<file path="config.mk">
export PLATFORM = sky130hd
export DESIGN_NAME = lbr_top
export DESIGN_NICKNAME = d
export VERILOG_FILES = /design/src/rtl/lbr_pkg.sv /design/src/rtl/lbr_strobe.sv /design/src/rtl/lbr_rx_side.sv /design/src/rtl/lbr_tx_side.sv /design/src/rtl/lbr_top.sv
export SDC_FILE = /design/constraint.sdc
export NUM_CORES = 1
export LEC_CHECK = 0
export BUFFER_PORTS_ARGS = -buffer_cell sky130_fd_sc_hd__buf_2
export CORE_MARGIN = 5
export CORE_UTILIZATION = 43
export CTS_CLUSTER_DIAMETER = 30
export DETAILED_ROUTE_END_ITERATION = 12
export PLACE_DENSITY = 0.75
export SLEW_MARGIN = 20
export SYNTH_ARGS = -nofsm -noshare
export SYNTH_HDL_FRONTEND = slang
export SYNTH_SLANG_ARGS = --single-unit
</file>
<file path="constraint.sdc">
create_clock -name clk -period 1.2 [get_ports clk]
set_input_delay 0.12 -clock clk [delete_from_list [all_inputs] [get_ports clk]]
set_output_delay 0.12 -clock clk [all_outputs]
set_load 0.005 [all_outputs]
</file>
<file path="src/rtl/lbr_pkg.sv">
package lbr_pkg;
  localparam int DW = 8;
  localparam int FLAG_BIT = 0;
  localparam int IE_BIT = 1;

  typedef enum logic [2:0] {
    ACC_BAD_W    = 3'b000,
    ACC_RD_DATA  = 3'b001,
    ACC_WR_DATA  = 3'b010,
    ACC_BAD_R    = 3'b011,
    ACC_WR_ISTAT = 3'b100,
    ACC_RD_ISTAT = 3'b101,
    ACC_WR_OSTAT = 3'b110,
    ACC_RD_OSTAT = 3'b111
  } acc_code_t;
endpackage

</file>
<file path="src/rtl/lbr_strobe.sv">
module lbr_strobe
  import lbr_pkg::*;
(
  input  logic       clk,
  input  logic       rst_n,
  input  logic       cs_n,
  input  logic [1:0] rsel,
  input  logic       rd_wr,
  output acc_code_t  code,
  output logic       done,
  output logic       oe
);
  logic active;

  always_ff @(posedge clk) begin
    if (!rst_n) begin
      active <= 1'b0;
      code   <= ACC_BAD_W;
    end else if (!active && !cs_n) begin
      active <= 1'b1;
      code   <= acc_code_t'({rsel, rd_wr});
    end else if (active && cs_n) begin
      active <= 1'b0;
    end
  end

  assign done = active & cs_n;
  assign oe   = active & ~cs_n & code[0];

  // Select is frozen while an access is open
  assert_code_frozen_R2: assert property (@(posedge clk) disable iff (!rst_n)
    (active && $past(active)) |-> $stable(code));
endmodule

</file>
<file path="src/rtl/lbr_rx_side.sv">
module lbr_rx_side
  import lbr_pkg::*;
#(
  parameter int W = DW
) (
  input  logic         clk,
  input  logic         rst_n,
  input  logic [W-1:0] rx_data,
  input  logic         rx_valid,
  output logic         rx_ready,
  input  logic         done,
  input  acc_code_t    code,
  input  logic         ie_wbit,
  output logic         present,
  output logic         ie,
  output logic [W-1:0] rx_byte,
  output logic         ack_req
);
  logic rd_hit, take;

  assign rd_hit   = done && (code == ACC_RD_DATA);
  assign rx_ready = ~present;
  assign take     = rx_valid & rx_ready;

  always_ff @(posedge clk) begin
    if (!rst_n) begin
      present <= 1'b0;
      ie      <= 1'b0;
      rx_byte <= '0;
      ack_req <= 1'b0;
    end else begin
      ack_req <= rd_hit && present;
      if (take) begin
        present <= 1'b1;
        rx_byte <= rx_data;
      end else if (rd_hit) begin
        present <= 1'b0;
      end
      if (done && code == ACC_WR_ISTAT) ie <= ie_wbit;
    end
  end

  assert_ack_after_data_R6: assert property (@(posedge clk) disable iff (!rst_n)
    ack_req |-> ($past(present) && !present));
  assert_rx_sets_flag_R5: assert property (@(posedge clk) disable iff (!rst_n)
    take |=> present);
endmodule

</file>
<file path="src/rtl/lbr_tx_side.sv">
module lbr_tx_side
  import lbr_pkg::*;
#(
  parameter int W = DW
) (
  input  logic         clk,
  input  logic         rst_n,
  input  logic         done,
  input  acc_code_t    code,
  input  logic [W-1:0] wdata,
  output logic [W-1:0] tx_data,
  output logic         tx_valid,
  input  logic         tx_ready,
  input  logic         tx_done,
  output logic         out_ready,
  output logic         ie
);
  logic busy, wr_hit;

  assign wr_hit    = done && (code == ACC_WR_DATA);
  assign out_ready = ~busy;

  always_ff @(posedge clk) begin
    if (!rst_n) begin
      busy     <= 1'b0;
      tx_valid <= 1'b0;
      tx_data  <= '0;
      ie       <= 1'b0;
    end else begin
      if (wr_hit) begin
        tx_data  <= wdata;
        tx_valid <= 1'b1;
        busy     <= 1'b1;
      end else begin
        if (tx_valid && tx_ready) tx_valid <= 1'b0;
        if (tx_done && busy && !tx_valid) busy <= 1'b0;
      end
      if (done && code == ACC_WR_OSTAT) ie <= wdata[IE_BIT];
    end
  end

  assert_tx_hold_R7: assert property (@(posedge clk) disable iff (!rst_n)
    (tx_valid && !tx_ready) |=> (tx_valid && $stable(tx_data)));
  assert_ready_from_done_R8: assert property (@(posedge clk) disable iff (!rst_n)
    $rose(out_ready) |-> $past(tx_done));
endmodule

</file>
<file path="src/rtl/lbr_top.sv">
module lbr_top
  import lbr_pkg::*;
#(
  parameter int W = DW
) (
  input  logic         clk,
  input  logic         rst_n,
  input  logic         cs_n,
  input  logic [1:0]   rsel,
  input  logic         rd_wr,
  input  logic [W-1:0] bus_d_in,
  output logic [W-1:0] bus_d_out,
  output logic         bus_d_oe,
  input  logic [W-1:0] rx_data,
  input  logic         rx_valid,
  output logic         rx_ready,
  output logic         ack_req,
  output logic [W-1:0] tx_data,
  output logic         tx_valid,
  input  logic         tx_ready,
  input  logic         tx_done,
  output logic         irq_in,
  output logic         irq_out
);
  acc_code_t    code;
  logic         done, oe;
  logic         present, ie_in, out_ready, ie_out;
  logic [W-1:0] rx_byte, rdata, istat, ostat;

  lbr_strobe u_strobe (
    .clk(clk), .rst_n(rst_n), .cs_n(cs_n), .rsel(rsel), .rd_wr(rd_wr),
    .code(code), .done(done), .oe(oe)
  );

  lbr_rx_side #(.W(W)) u_rx (
    .clk(clk), .rst_n(rst_n), .rx_data(rx_data), .rx_valid(rx_valid),
    .rx_ready(rx_ready), .done(done), .code(code), .ie_wbit(bus_d_in[IE_BIT]),
    .present(present), .ie(ie_in), .rx_byte(rx_byte), .ack_req(ack_req)
  );

  lbr_tx_side #(.W(W)) u_tx (
    .clk(clk), .rst_n(rst_n), .done(done), .code(code), .wdata(bus_d_in),
    .tx_data(tx_data), .tx_valid(tx_valid), .tx_ready(tx_ready),
    .tx_done(tx_done), .out_ready(out_ready), .ie(ie_out)
  );

  always_comb begin
    istat = '0;
    istat[FLAG_BIT] = present;
    istat[IE_BIT]   = ie_in;
    ostat = '0;
    ostat[FLAG_BIT] = out_ready;
    ostat[IE_BIT]   = ie_out;
    case (code)
      ACC_RD_DATA:  rdata = rx_byte;
      ACC_RD_ISTAT: rdata = istat;
      ACC_RD_OSTAT: rdata = ostat;
      default:      rdata = '0;
    endcase
  end

  assign bus_d_oe  = oe;
  assign bus_d_out = oe ? rdata : '0;
  assign irq_in    = present & ie_in;
  assign irq_out   = out_ready & ie_out;

  assert_drive_needs_cs_R3: assert property (@(posedge clk) disable iff (!rst_n)
    bus_d_oe |-> !cs_n);
  assert_irq_needs_enable_R9: assert property (@(posedge clk) disable iff (!rst_n)
    (irq_in || irq_out) |-> (ie_in || ie_out));
  assert_quiet_bus_R3: assert property (@(posedge clk) disable iff (!rst_n)
    !bus_d_oe |-> (bus_d_out == '0));
endmodule

</file>
### After elaboration in Yosys (flattened, before gate mapping)

Cells that the tools add are included.

* memories: 0
* memory bits (read-only): 0
* latch bits: 0
* memory bits (writable): 0
* logic and storage cells: 52
* register bits after elaboration: 26

* multiply operators: 0
* add/sub/neg operators: 0
* div/mod/pow operators: 0
* multiplexer cells: 10
* reduce and logical (&&, ||, !) cells: 17
* shifts and indexed selects: 0
* equal/unequal tests: 6
* bitwise logic cells: 9
* order comparisons: 0

Operators by type and width (number)
* 8-bit one-hot mux with 3 select lines: 1
* 3-bit equality test (second input constant): 4
* 1-bit logical AND: 10
* 1-bit 2-to-1 mux: 8
* 8-bit 2-to-1 mux: 1
* 2-bit nonzero test: 4
* 1-bit bitwise AND: 6
* 3-bit by 1-bit equality test with 1-bit output (second input constant): 1
* 3-bit by 2-bit equality test with 1-bit output (second input constant): 1
* 1-bit zero test: 3
* 1-bit inverter: 3

### Logic depth before layout (Yosys ltp)

* word-level depth: 4
* depth in mapped cells: 6
* mapped depth without buffers: 4

### Modules after synthesis

A second synthesis with hierarchy kept.

* cell total of the unflattened synthesis: 133
* area total of the unflattened synthesis: 1239.9 sq um

By module, submodules not included
* lbr_tx_side: area each 473.0 sq um, cells an instance 49, seq. area each 220.2 sq um, times used 1
* lbr_rx_side: area each 442.9 sq um, cells an instance 49, seq. area each 220.2 sq um, times used 1
* lbr_strobe: area each 196.4 sq um, cells an instance 18, seq. area each 80.1 sq um, times used 1
* lbr_top: area each 127.6 sq um, cells an instance 17, seq. area each 0.0 sq um, times used 1

### Least setup slack after synthesis

OpenSTA, ideal clock, no wires.

* path kind: register -> register
* from: register u_strobe.active
* to: register u_tx.tx_data[0]
* library setup time: 0.121 ns
* arrival time: 1.166 ns
* cell stages (with the launch flop): 6
* clock period less this slack: 1.287 ns
* setup slack: -0.087 ns
* data required time: 1.079 ns
* path through: dfxtp_1 ha_1 nor4bb_4 buf_6 buf_12 o21ai_0

* longest elaborated chain between the ends: 2

RTL lines
* start: declaration: RTL line lbr_strobe.sv:13 `logic active;`
* start signal: assignment: RTL line lbr_strobe.sv:17 `active <= 1'b0;`
* start signal: assignment: RTL line lbr_strobe.sv:20 `active <= 1'b1;`
* start signal: assignment: RTL line lbr_strobe.sv:23 `active <= 1'b0;`
* 1-bit bitwise AND: RTL line lbr_strobe.sv:27 `assign done = active & cs_n;`
* 1-bit logical AND: RTL line lbr_tx_side.sv:20 `assign wr_hit = done && (code == ACC_WR_DATA);`
* end signal: assignment: RTL line lbr_tx_side.sv:31 `tx_data <= wdata;`
* end: declaration: RTL line lbr_tx_side.sv:11 `output logic [W-1:0] tx_data,`

Every way passes these cells.
A chain may end at the register's enable or synchronous reset.

### Worst setup path in the final report

* from: register u_strobe.active
* to: output bus_d_out[6]

* longest elaborated chain between the ends: 3

RTL lines
* 1-bit bitwise AND (2 in a row): RTL line lbr_strobe.sv:28 `assign oe = active & ~cs_n & code[0];`
* 8-bit 2-to-1 mux: RTL line lbr_top.sv:63 `assign bus_d_out = oe ? rdata : '0;`
* end: declaration: RTL line lbr_top.sv:12 `output logic [W-1:0] bus_d_out,`

Every way passes these cells.

==> results.md <==
* Fill cells at roughly 230
* R2r setup slk at -0.25 ns
* Storage cell area at between 500 and 600 um^2
* Final Max Slew Viols at 0
* Pre-CTS setup slack at -0.0551 ns
* Routability cong. at between 0.8 and 0.9
* Layout Area Growth over Synthesis at 45.1%
* Worst vdd ir at 0.850 mV
* Crit share post-route at 125%
* Largest net degree at the start of global routing at 31
* Total number of vias at ~1100
* Cell-internal power at about 1.4 mW
* Worst EP arrival at approximately 1.4 ns
* Grt total ovfl at 0
* Worst path required time at between 1 and 1.5 ns
* Syn nets at about 150
* Logic pwr share at a little over an eighth
* Crit Path Max Fanout at 6
* Count of clock tree sinks at 26
* DRT Pass-1 Iters at 4
* Routed Wire Length at approximately 3.0 mm
* Share of post-route cells with drive strength above 1 at a little under half
* GRT Total Usage at approximately 15%
* Initial core utilization at 44.5%
* Vias in the first global route at 1071
* Power per cell area at about 1000 nW/um^2
* Worst-Skew Late Latency at 0.33 ns
* TritonCTS clock tree: done
* Top flop regs: u_rx.rx_byte x8, u_tx.tx_data x8, u_strobe.code x3
* Run status: finished, violations left
* Switching portion of total power at between 20% and 30%
* Area of the multi-input gates at 658 um^2
* Hpwl dp at ~2.0 mm
* Site row count at 19
* Cell area after layout at roughly 1800 um^2
* Maxcap violations at 0
* Cell Area, Placed at 1480 um^2
* Initial antenna violation count at 0
* Vias per cell at around 5
* Crit path kind: reg -> out
* Endpoint type of the worst setup path: output pin
* Die Y at between 60 and 70 um
* Actual slew at the worst max-slew pin at roughly 0.5 ns
* Final setup violation count at 26
* FMAX at around 0.67 GHz
* Netlist Area Pre-Place at around 1200 um^2
* Max Buffers Root-to-Sink at 2
* Clock Skew at ~0.011 ns
* Die width at about 63 um
* DIE AREA at ~4000 um^2
* Final Hold Viols at 0
* Setup ws final at -0.296 ns
* # DRC at 0
* Sw Pwr at roughly 0.4 mW
* Failing checks: setup timing
* Cell count after synthesis at between 100 and 150
* #FFs+latches synth at 26
* Final min period at 1.50 ns
* Post-synthesis sequential area ratio at 42.8%
* Clk network pwr share at 34.2%
* Hold Crit Class: in -> reg
* Final net count at 215
* Antenna cell count at 0
* Root buffer cell: clkbuf_4
* Reg power frac at between 50% and 60%
* H-tree depth at 1
* First-pass GRT wire length at about 4.8 mm
* Inserted Clock Buffers at 3
* Drt initial violations at 29
* LEAKAGE at approximately 0.79 nW
* Core area at about 2700 um^2
* Avg WL per Cell at 13.9 um
* Reg clk slew, reported paths at 0.13 ns
* I/O Buffers at 46
* Count of different cell masters after synthesis at 24
* Io pins at 47
* Slew Limit Headroom at 67.0%
* Syn Area/Cell at roughly 9.7 um^2
* Yosys warns at 0
* Startpoint Class: flip-flop
* RSZ-0062 raised after global routing: true
* ANT nets after route at 0
[cells in the mapped netlist]
cell type / instances / share of area [%]
a21oi_1: 2 / 0.82
dfxtp_1: 26 / 43
buf_2: 3 / 1.2
nand2_1: 10 / 3.1
nor4bb_4: 1 / 2.1
o21ai_0: 11 / 4.5
inv_1: 3 / 0.93
nand3_1: 10 / 4.1
nor2b_1: 16 / 8.2
nand2b_1: 1 / 0.51
and4bb_2: 2 / 2.1
nand4b_1: 1 / 0.72
ha_1: 3 / 3.1
nand4bb_1: 1 / 0.93
o22ai_1: 1 / 0.51
buf_12: 1 / 1.6
mux2i_1: 14 / 12
nand3_2: 1 / 0.82
and2_1: 10 / 5.1
buf_6: 3 / 2.8
o21ai_2: 1 / 0.72
clkbuf_1: 2 / 0.62
and3_1: 1 / 0.51
o21a_1: 1 / 0.62
[metrics by stage]
stage / setup TNS, ns / std cells / utilization [%] / power (mW) / hold slack (ns)
finish: -4.72 / 217 / 64.5 / 1.78 / 0.0157
global route: -6.70 / 217 / 64.5 / 1.87 / 0.00996
CTS: -3.51 / 211 / 59.9 / 1.78 / 0.00446
detailed placement: -0.399 / 200 / 54.1 / 1.14 / 0.354
global placement: 0 / 200 / 54.1 / 1.13 / 0.334
floorplan: 0 / 125 / - / 1.06 / 0.241
[cells in the final DEF (no fill, tap or decap), drive strengths merged]
cell type     n
and2         10
nand4b        1
and3          1
ha            3
nand3        11
a21oi         2
nor4bb        1
clkbuf        5
o22ai         1
nand2b        1
bufinv        1
and4bb        2
inv           3
nand4bb       1
o21a          1
nor2b        16
dlygate4sd3   5
nand2        10
o21ai        12
dfxtp        26
mux2i        14
buf          59
[metal layers]
metal  GRT usage (%)  up-vias  wire length [um]
met1            17.5      506              1280
met5               0        -                 0
met2            24.4       31              1490
met4            6.23        0                41
li1                -      543                 -
met3            3.73        4               191
[critical path, stage by stage, from the launching register on]
cell and delay [ns]:
dfxtp_2 0.36, ha_4 0.16, and4bb_2 0.25, and2_1 0.16
buf_2 0.12
[what timing repair did]
item | CTS | global route
gates resized for setup | 11 | 21
pin swaps | 8 | 12
hold buffers | 5 | 0
endpoints found under the hold margin | 5 | 0
endpoints found under the setup margin | 19 | 29
gates cloned | 0 | 3
buffers inserted | 2 | 3
[power by group through the flow]
| stage | Combinational [mW] | Sequential [mW] | Clock [mW] |
|---|---|---|---|
| 2_1_floorplan | 0.134 | 0.931 | 0 |
| 3_3_place_gp | 0.188 | 0.941 | 0 |
| 3_5_place_dp | 0.195 | 0.943 | 0 |
| 4_1_cts | 0.225 | 0.925 | 0.633 |
| 5_1_grt | 0.268 | 0.932 | 0.668 |
| 6_report | 0.244 | 0.926 | 0.608 |
[kinds of logic after synthesis]
| kind of cell | synth area share (%) |
|---|---|
| AOI/OAI and AO/OA | 7.20 |
| adders and majority gates | 3.09 |
| buffers and inverters | 7.20 |
| DFF | 42.8 |
| muxes | 11.5 |
| and+or+nand+nor | 28.2 |
[worst paths after layout]
check,startpoint,endpoint,cells after the start
max,u_strobe.active,bus_d_out[6],4
min,bus_d_in[0],u_tx.tx_data[0],3
max reg2reg,u_strobe.active,u_tx.tx_data[7],8
min reg2reg,u_tx.tx_data[0],u_tx.tx_data[0],2
[layout make-up]
cell class,instances,area share (%)
clock buffer,3,1.28
timing repair buffer,66,26.7
tap,31,2.20
multi-input combinational,87,37.3
inverter,3,0.638
sequential,26,30.1
clock inverter,1,1.70
Power figures use the tool's default switching activity.
